<file path="src/rtl/phy_stat_pkg.sv">
package phy_stat_pkg;
  // sticky flag indices
  localparam int SK_RXERR = 0;
  localparam int SK_FCS   = 1;
  localparam int SK_POL   = 2;
  localparam int SK_PAGE  = 3;
  localparam int SK_RFLT  = 4;
  localparam int SK_IRQ   = 5;
  localparam int NSTICKY  = 6;
  localparam int WORD_W   = 16;
endpackage

</file>
<file path="src/rtl/phy_stat_clr_dec.sv">
module phy_stat_clr_dec #(
  parameter int ADDR_W = 5,
  parameter int N      = 6,
  parameter logic [N*ADDR_W-1:0] ADDRS = '0
) (
  input  logic              rd_i,
  input  logic [ADDR_W-1:0] addr_i,
  output logic [N-1:0]      clr_o
);
  for (genvar i = 0; i < N; i++) begin : g_cmp
    assign clr_o[i] = rd_i && (addr_i == ADDRS[i*ADDR_W +: ADDR_W]);
  end
endmodule

</file>
<file path="src/rtl/phy_stat_latch.sv">
module phy_stat_latch #(
  parameter int N = 6
) (
  input  logic         clk,
  input  logic         rst_n,
  input  logic [N-1:0] set_i,
  input  logic [N-1:0] clr_i,
  output logic [N-1:0] q_o
);
  logic [N-1:0] q_r;
  logic [N-1:0] q_nxt;
  logic [N-1:0] upd_en;

  always_comb begin
    upd_en = set_i | clr_i;
    q_nxt  = set_i | (q_r & ~clr_i);
  end

  for (genvar i = 0; i < N; i++) begin : g_bit
    always_ff @(posedge clk or negedge rst_n) begin
      if (!rst_n) begin
        q_r[i] <= 1'b0;
      end else if (upd_en[i]) begin
        q_r[i] <= q_nxt[i];
      end
    end

    AST_SET_WINS: assert property (@(posedge clk) disable iff (!rst_n)
      set_i[i] |=> q_r[i]);
    AST_CLR_NEXT: assert property (@(posedge clk) disable iff (!rst_n)
      (clr_i[i] && !set_i[i]) |=> !q_r[i]);
    AST_HOLD_IDLE: assert property (@(posedge clk) disable iff (!rst_n)
      (!clr_i[i] && !set_i[i]) |=> (q_r[i] == $past(q_r[i])));
  end

  assign q_o = q_r;
endmodule

</file>
<file path="src/rtl/phy_stat_gate.sv">
module phy_stat_gate (
  input  logic link_i,
  input  logic an_en_i,
  input  logic an_done_i,
  input  logic dup_i,
  input  logic spd_i,
  output logic dup_o,
  output logic spd_o
);
  logic valid;
  always_comb begin
    valid = link_i && (!an_en_i || an_done_i);
    dup_o = valid & dup_i;
    spd_o = valid & spd_i;
  end
endmodule

</file>
<file path="src/rtl/phy_status_reg.sv">
module phy_status_reg
  import phy_stat_pkg::*;
#(
  parameter int          ADDR_W  = 5,
  parameter logic [4:0]  A_SELF  = 5'h10,
  parameter logic [4:0]  A_BSTAT = 5'h01,
  parameter logic [4:0]  A_ANEXP = 5'h06,
  parameter logic [4:0]  A_ISTAT = 5'h12,
  parameter logic [4:0]  A_FCS   = 5'h14,
  parameter logic [4:0]  A_RXERR = 5'h15,
  parameter logic [4:0]  A_POL10 = 5'h1A
) (
  input  logic              clk,
  input  logic              rst_n,
  input  logic              mdix_swapped,
  input  logic              sig_detect,
  input  logic              descr_lock,
  input  logic              jabber,
  input  logic              an_enable,
  input  logic              an_done,
  input  logic              loopback_on,
  input  logic              full_duplex,
  input  logic              speed_10,
  input  logic              link_up,
  input  logic              rx_err_evt,
  input  logic              false_carrier_evt,
  input  logic              pol_inv_evt,
  input  logic              page_rx_evt,
  input  logic              remote_fault_evt,
  input  logic              irq_evt,
  input  logic              mgmt_rd,
  input  logic [ADDR_W-1:0] mgmt_addr,
  output logic [WORD_W-1:0] status_word
);
  localparam logic [NSTICKY*ADDR_W-1:0] CLR_ADDRS =
    {A_ISTAT, A_BSTAT, A_ANEXP, A_POL10, A_FCS, A_RXERR};

  // reset: asynchronous assert, synchronous release
  logic [1:0] rst_sync_q;
  logic       rst_int_n;

  always_ff @(posedge clk or negedge rst_n) begin
    if (!rst_n) begin
      rst_sync_q <= 2'b00;
    end else begin
      rst_sync_q <= {rst_sync_q[0], 1'b1};
    end
  end
  assign rst_int_n = rst_sync_q[1];

  logic [NSTICKY-1:0] sk_set;
  logic [NSTICKY-1:0] sk_clr;
  logic [NSTICKY-1:0] sk_q;
  logic               dup_g;
  logic               spd_g;

  always_comb begin
    sk_set           = '0;
    sk_set[SK_RXERR] = rx_err_evt;
    sk_set[SK_FCS]   = false_carrier_evt;
    sk_set[SK_POL]   = pol_inv_evt;
    sk_set[SK_PAGE]  = page_rx_evt;
    sk_set[SK_RFLT]  = remote_fault_evt;
    sk_set[SK_IRQ]   = irq_evt;
  end

  phy_stat_clr_dec #(
    .ADDR_W (ADDR_W),
    .N      (NSTICKY),
    .ADDRS  (CLR_ADDRS)
  ) u_clr_dec (
    .rd_i   (mgmt_rd),
    .addr_i (mgmt_addr),
    .clr_o  (sk_clr)
  );

  phy_stat_latch #(
    .N (NSTICKY)
  ) u_latch (
    .clk   (clk),
    .rst_n (rst_int_n),
    .set_i (sk_set),
    .clr_i (sk_clr),
    .q_o   (sk_q)
  );

  phy_stat_gate u_gate (
    .link_i    (link_up),
    .an_en_i   (an_enable),
    .an_done_i (an_done),
    .dup_i     (full_duplex),
    .spd_i     (speed_10),
    .dup_o     (dup_g),
    .spd_o     (spd_g)
  );

  always_comb begin
    status_word     = '0;
    status_word[14] = mdix_swapped;
    status_word[13] = sk_q[SK_RXERR];
    status_word[12] = sk_q[SK_POL];
    status_word[11] = sk_q[SK_FCS];
    status_word[10] = sig_detect;
    status_word[9]  = descr_lock;
    status_word[8]  = sk_q[SK_PAGE];
    status_word[7]  = sk_q[SK_IRQ];
    status_word[6]  = sk_q[SK_RFLT];
    status_word[5]  = jabber;
    status_word[4]  = an_done;
    status_word[3]  = loopback_on;
    status_word[2]  = dup_g;
    status_word[1]  = spd_g;
    status_word[0]  = link_up;
  end

  AST_RSVD_ZERO: assert property (@(posedge clk) disable iff (!rst_int_n)
    status_word[15] == 1'b0);
  AST_GATE_NOLINK: assert property (@(posedge clk) disable iff (!rst_int_n)
    !link_up |-> (status_word[2:1] == 2'b00));
  AST_GATE_ANBUSY: assert property (@(posedge clk) disable iff (!rst_int_n)
    (an_enable && !an_done) |-> (status_word[2:1] == 2'b00));
  AST_SELF_NOCLR: assert property (@(posedge clk) disable iff (!rst_int_n)
    (mgmt_rd && mgmt_addr == A_SELF) |=>
      ((status_word[13:11] & ~$past(status_word[13:11])) == 3'b000 ||
       $past(sk_set) != '0) &&
      ((status_word[13:11] | ~$past(status_word[13:11])) == 3'b111));
  AST_NORD_NOCLR: assert property (@(posedge clk) disable iff (!rst_int_n)
    !mgmt_rd |=> ((sk_q | ~$past(sk_q)) == '1));
endmodule

</file>
<file path="config.mk">
export PLATFORM = sky130hd
export DESIGN_NAME = phy_status_reg
export DESIGN_NICKNAME = d
export VERILOG_FILES = /design/src/rtl/phy_stat_pkg.sv /design/src/rtl/phy_stat_clr_dec.sv /design/src/rtl/phy_stat_latch.sv /design/src/rtl/phy_stat_gate.sv /design/src/rtl/phy_status_reg.sv
export SDC_FILE = /design/constraint.sdc
export NUM_CORES = 1
export LEC_CHECK = 0
export BUFFER_PORTS_ARGS = -buffer_cell sky130_fd_sc_hd__buf_2
export CAP_MARGIN = 20
export CORE_AREA = 2 2 39 41
export DETAILED_ROUTE_END_ITERATION = 16
export DIE_AREA = 0 0 41 43
export GPL_ROUTABILITY_DRIVEN = 0
export PLACE_DENSITY = 0.77
export SETUP_SLACK_MARGIN = 0.05
export SLEW_MARGIN = 10
export SYNTH_ARGS = -nofsm -noshare
export SYNTH_HDL_FRONTEND = slang
export SYNTH_SLANG_ARGS = --single-unit
</file>
<file path="constraint.sdc">
create_clock -name clk -period 0.8 [get_ports clk]
set_input_delay 0.08 -clock clk [delete_from_list [all_inputs] [get_ports clk]]
set_output_delay 0.08 -clock clk [all_outputs]
set_load 0.01 [all_outputs]
</file>
# [Yosys cells after proc, flatten, opt, wreduce, memory -nomap -nowiden]
# Index checks and enable logic that the tools add are counted.
[word_totals] input_bits=24 regBits=8
[op_classes] eq_ne=6 n_reduce_logical=9 bitwise_logic=6
[ops] operator="$eq 5x5->1 const B" count=4
[ops] operator="$or 6x6->6" count=2
[ops] operator="$logic_and 1x1->1" count=7
[ops] operator="$and 6x6->6" count=1
[ops] operator="$not 6->6" count=1
[ops] operator="$eq 5x1->1 const B" count=1
[ops] operator="$eq 5x3->1 const B" count=1
[ops] operator="$and 1x1->1" count=2
[ops] operator="$logic_not 1->1" count=1
[ops] operator="$logic_or 1x1->1" count=1

# [Longest topological paths before layout]
[depth] ltp_word=5 depth_mapped=3

# [Cells and area by module]
# From an unflattened synthesis, not the netlist that was laid out.
[unflattened] hier_cells=47 area_unflattened_um2=462.9
[by_module_without_submodules] module="phy_stat_latch" seq_area_each_um2=150.1 cells_each=18 instances=1 area_per_inst_um2=217.7
[by_module_without_submodules] module="phy_status_reg" seq_area_each_um2=50.0 cells_each=14 instances=1 area_per_inst_um2=132.6
[by_module_without_submodules] module="phy_stat_clr_dec" seq_area_each_um2=0.0 cells_each=12 instances=1 area_per_inst_um2=93.8
[by_module_without_submodules] module="phy_stat_gate" seq_area_each_um2=0.0 cells_each=3 instances=1 area_per_inst_um2=18.8

# [Worst setup path after synthesis]
# Ideal clock, no wire load.
[synth_timing] kind="register -> register" from="register u_latch.q_r[0], in the netlist u_latch.q_o[0]" to="register u_latch.q_r[0], in the netlist u_latch.q_o[0]" stages_incl_launch_ff=3 t_arrival_ns=0.544 slack_ns=0.120 setup_time_ns=0.136 synth_period_minus_slack_ns=0.680 n_path_buf=0 cell_sequence="dfrtp_1 > nor2_1 > a41oi_2"
[synth_via] elab_chain_len=2
[synth_rtl] element="from (decl)" line="phy_stat_latch.sv:10" text="logic [N-1:0] q_r;"
[synth_rtl] element="from (signal, indexed assignment)" line="phy_stat_latch.sv:24" text="q_r[i] <= q_nxt[i];"
[synth_rtl] element="$and 6x6->6" line="phy_stat_latch.sv:16" text="q_nxt = set_i | (q_r & ~clr_i);"
[synth_rtl] element="$or 6x6->6" line="phy_stat_latch.sv:16"
# Every way passes these cells.
# A chain may end at the register's enable or synchronous reset.

# [Worst setup path in the final report]
[layout_timing] from="register u_latch.q_r[1], in the netlist u_latch.q_o[1]" to="output status_word[11]"
[layout_lines] element="to (decl)" line="phy_status_reg.sv:33" text="output logic [WORD_W-1:0] status_word"
# No word-level cell between the ends.

==> run summary <==
* **category of the critical setup timing path** flip-flop to output port
* **final period demand of the worst path** 0.8473 ns
* **# H-tree levels** 1
* **Seq. cell area** 200.2 µm²
* **result of the run** complete, but fails checks
* **P per Cell Area** 1405 mW/mm²
* **Tot Pwr** 840.4 µW
* **standard cell with the maximum stage delay on the critical path** dfrtp_1
* **post-route clock period utilization** 105.9%
* **setup-violating endpoint count in the final report** 6
* **clock buffers created by TritonCTS** 3
* **violations in the final reports** setup timing
* **Slew Viols, Final** 0
* **die height** 43 µm
* **cell family contributing the most delay on the critical path** flip-flops
* **wire length of the first global-routing pass** 1338 µm
* **number of iterations in the first detailed-routing pass** 4
* **top library cells by usage in the layout, fill and taps aside** buf_2, dfrtp_1, nor2_1, a21oi_1
* **highest attainable clock frequency** 1.180 GHz
* **Starting DRT DRC Count** 6
* **total number of nets in the final design** 95
* **Synth Warn #** 0
* **Rows** 14
* **unrepaired setup endpoints after global routing** true
* **Clock Root Buffer** clkbuf_4
* **Die Footprint** 0.001763 mm²
* **total via count after detailed routing** 391
* **synthesized instance count** 45
* **Max-Cap Viols** 0
* **total routing usage reported by global routing** 11.88%
* **mean number of vias per cell** 4.600
* **Hold Violations, Final** 0
* **count of buffer and inverter cells on the critical path** 1
* **Area Growth Syn to Fin** 33.52%
* **diodes inserted** 0
* **wire length after detailed routing** 920 µm
* **final instance count without filler cells** 85
* **Wirelength per Cell** 10.82 µm
* **antenna violations before repair** 0
* **fraction of final layout cells with drive strength greater than 1** 53.62%
* **clock tree sinks** 8
* **port buffer count** 28
* **Final Util** 43.22%
* **cells traversed along the worst timing path** buf_2
* **netlist area before placement** 447.9 µm²
* **CORE AREA** 0.001384 mm²
* **combined area of the multi-input logic cells** 182.7 µm²
* **grt ovf** 0
* **worst hold slack across all endpoints** 0.08598 ns
* **crit path DAT** 0.77 ns
* **data required time at the worst endpoint** 0.72 ns
* **antenna-violating nets left** 0
* **most frequent standard cell in the layout excluding fill and tap cells** buf_2
* **Chip Width** 41 µm
* **detailed-placement wirelength estimate** 741.5 µm
* **leakage** 0.0002824 µW
* **Startpoint Class** flip-flop
* **effective utilization at floorplan** 32.37%
* **Slowest Stage Delay on Critical Path** 0.38 ns
* **peak supply drop** 1.072 mV
* **maximum number of pins on one net before global-route repair** 7
* **nature of the critical path endpoint** output port
* **Synth Register Bits** 8
* **CTS tree** built
* **Crit Path Max Fanout** 2
* **post-synthesis sequential area ratio** 44.69%
* **worst clock skew on the final layout** 0.003735 ns
* **hold crit path type** flip-flop to async pin
* **number of filler cells placed in the layout** 131
* **top-level port count** 40
* **Clk pin slew, worst setup/hold paths** 0.05 ns
* **total placed cells including tap cells** 79
* **Max Root-Sink Buffers** 2
* **latest clock arrival within the worst-skew pair** 0.25 ns
* **final setup margin** -0.04726 ns
* **total DRC errors in the routed layout** 0
* **synthesized net count** 69
* **Avg Synthesized Cell Area** 9.954 µm²
* **via count of the first global-routing pass** 330
* **count of distinct cell types in the synthesized netlist** 15
registers in the layout (all words and copies together), names as in the netlist:
| register | cells |
|---|---|
| u_latch.q_o | 6 |
| rst_sync_q | 2 |
synthesized netlist by cell type (all sizes together):
| master | number | area share [%] |
|---|---|---|
| a41oi | 2 | 5.6 |
| buf | 10 | 17 |
| nor4b | 1 | 2.0 |
| a21oi | 4 | 4.5 |
| and4bb | 2 | 5.6 |
| inv | 2 | 1.7 |
| and3 | 2 | 2.8 |
| nor2 | 6 | 5.0 |
| nor3 | 1 | 1.1 |
| nor3b | 3 | 5.0 |
| and4b | 1 | 2.2 |
| nand2b | 1 | 1.4 |
| dfrtp | 8 | 45 |
| conb | 2 | 1.7 |
final cells by class:
cell class                      instances  area share [%]
Clock buffer                            3           3.766
Multi-Input combinational cell         25           30.54
Sequential cell                         8           33.47
Tap cell                               16           3.347
Timing Repair Buffer                   31           27.61
Inverter                                2           1.255
kinds of logic (layout without fill, tap and decap cells):
| logic type | after synthesis | in the layout | synth area share (%) |
|---|---|---|---|
| simple gates | 17 | 17 | 25.14 |
| buf+inv | 12 | 36 | 18.44 |
| flops | 8 | 8 | 44.69 |
| compound gates | 6 | 6 | 10.06 |
| other cells | 2 | 2 | 1.677 |
timing repair:
action | in CTS | in global routing
gates cloned | 0 | 0
endpoints found under the hold margin | 2 | 0
hold buffers | 1 | 0
setup buffers | 1 | 1
resized for setup | 0 | 4
setup endpoints to repair | 6 | 9
stage by stage:
step	instance area (µm²)	TNS [ns]	worst slack (ns)
6_report	598.1	-0.2151	-0.04726
5_1_grt	598.1	-0.4344	-0.08094
4_1_cts	573.1	-0.2828	-0.06108
3_5_place_dp	533.0	0	0.006661
3_3_place_gp	533.0	0	0.01707
2_1_floorplan	447.9	0	0.1205
path summary, 6_finish.rpt:
path                            depth (start not counted)                        from                    endpoint  slack (ns)
min in group clk                                        3            remote_fault_evt  u_latch.q_o[4]$_DFFE_PN0P_        0.10
worst min register to register                          0     rst_sync_q[1]$_DFF_PN0_  u_latch.q_o[1]$_DFFE_PN0P_        0.09
worst max-delay path                                    1  u_latch.q_o[1]$_DFFE_PN0P_             status_word[11]       -0.05
worst min-delay path                                    0     rst_sync_q[1]$_DFF_PN0_  u_latch.q_o[1]$_DFFE_PN0P_        0.09
max in group asynchronous                               0     rst_sync_q[1]$_DFF_PN0_  u_latch.q_o[5]$_DFFE_PN0P_        0.52
worst max register to register                          3  u_latch.q_o[2]$_DFFE_PN0P_  u_latch.q_o[2]$_DFFE_PN0P_        0.08
where the power goes:
group	leakage, µW	switching, µW	internal, µW	total [µW]
sequential	0.0000764	7.74	414	422
clock	0.0000138	121	171	292
combinational	0.000192	60.0	66.6	127
metal layers:
metal / track usage [%] / part of all wire, % / wire [µm]
met5: 0 / 0 / 0
met4: 6.000 / 0.87 / 8
met3: 6.283 / 13 / 119
met2: 17.19 / 48 / 442
met1: 13.67 / 38 / 349
Note: power is estimated with default switching activity, not from simulation.
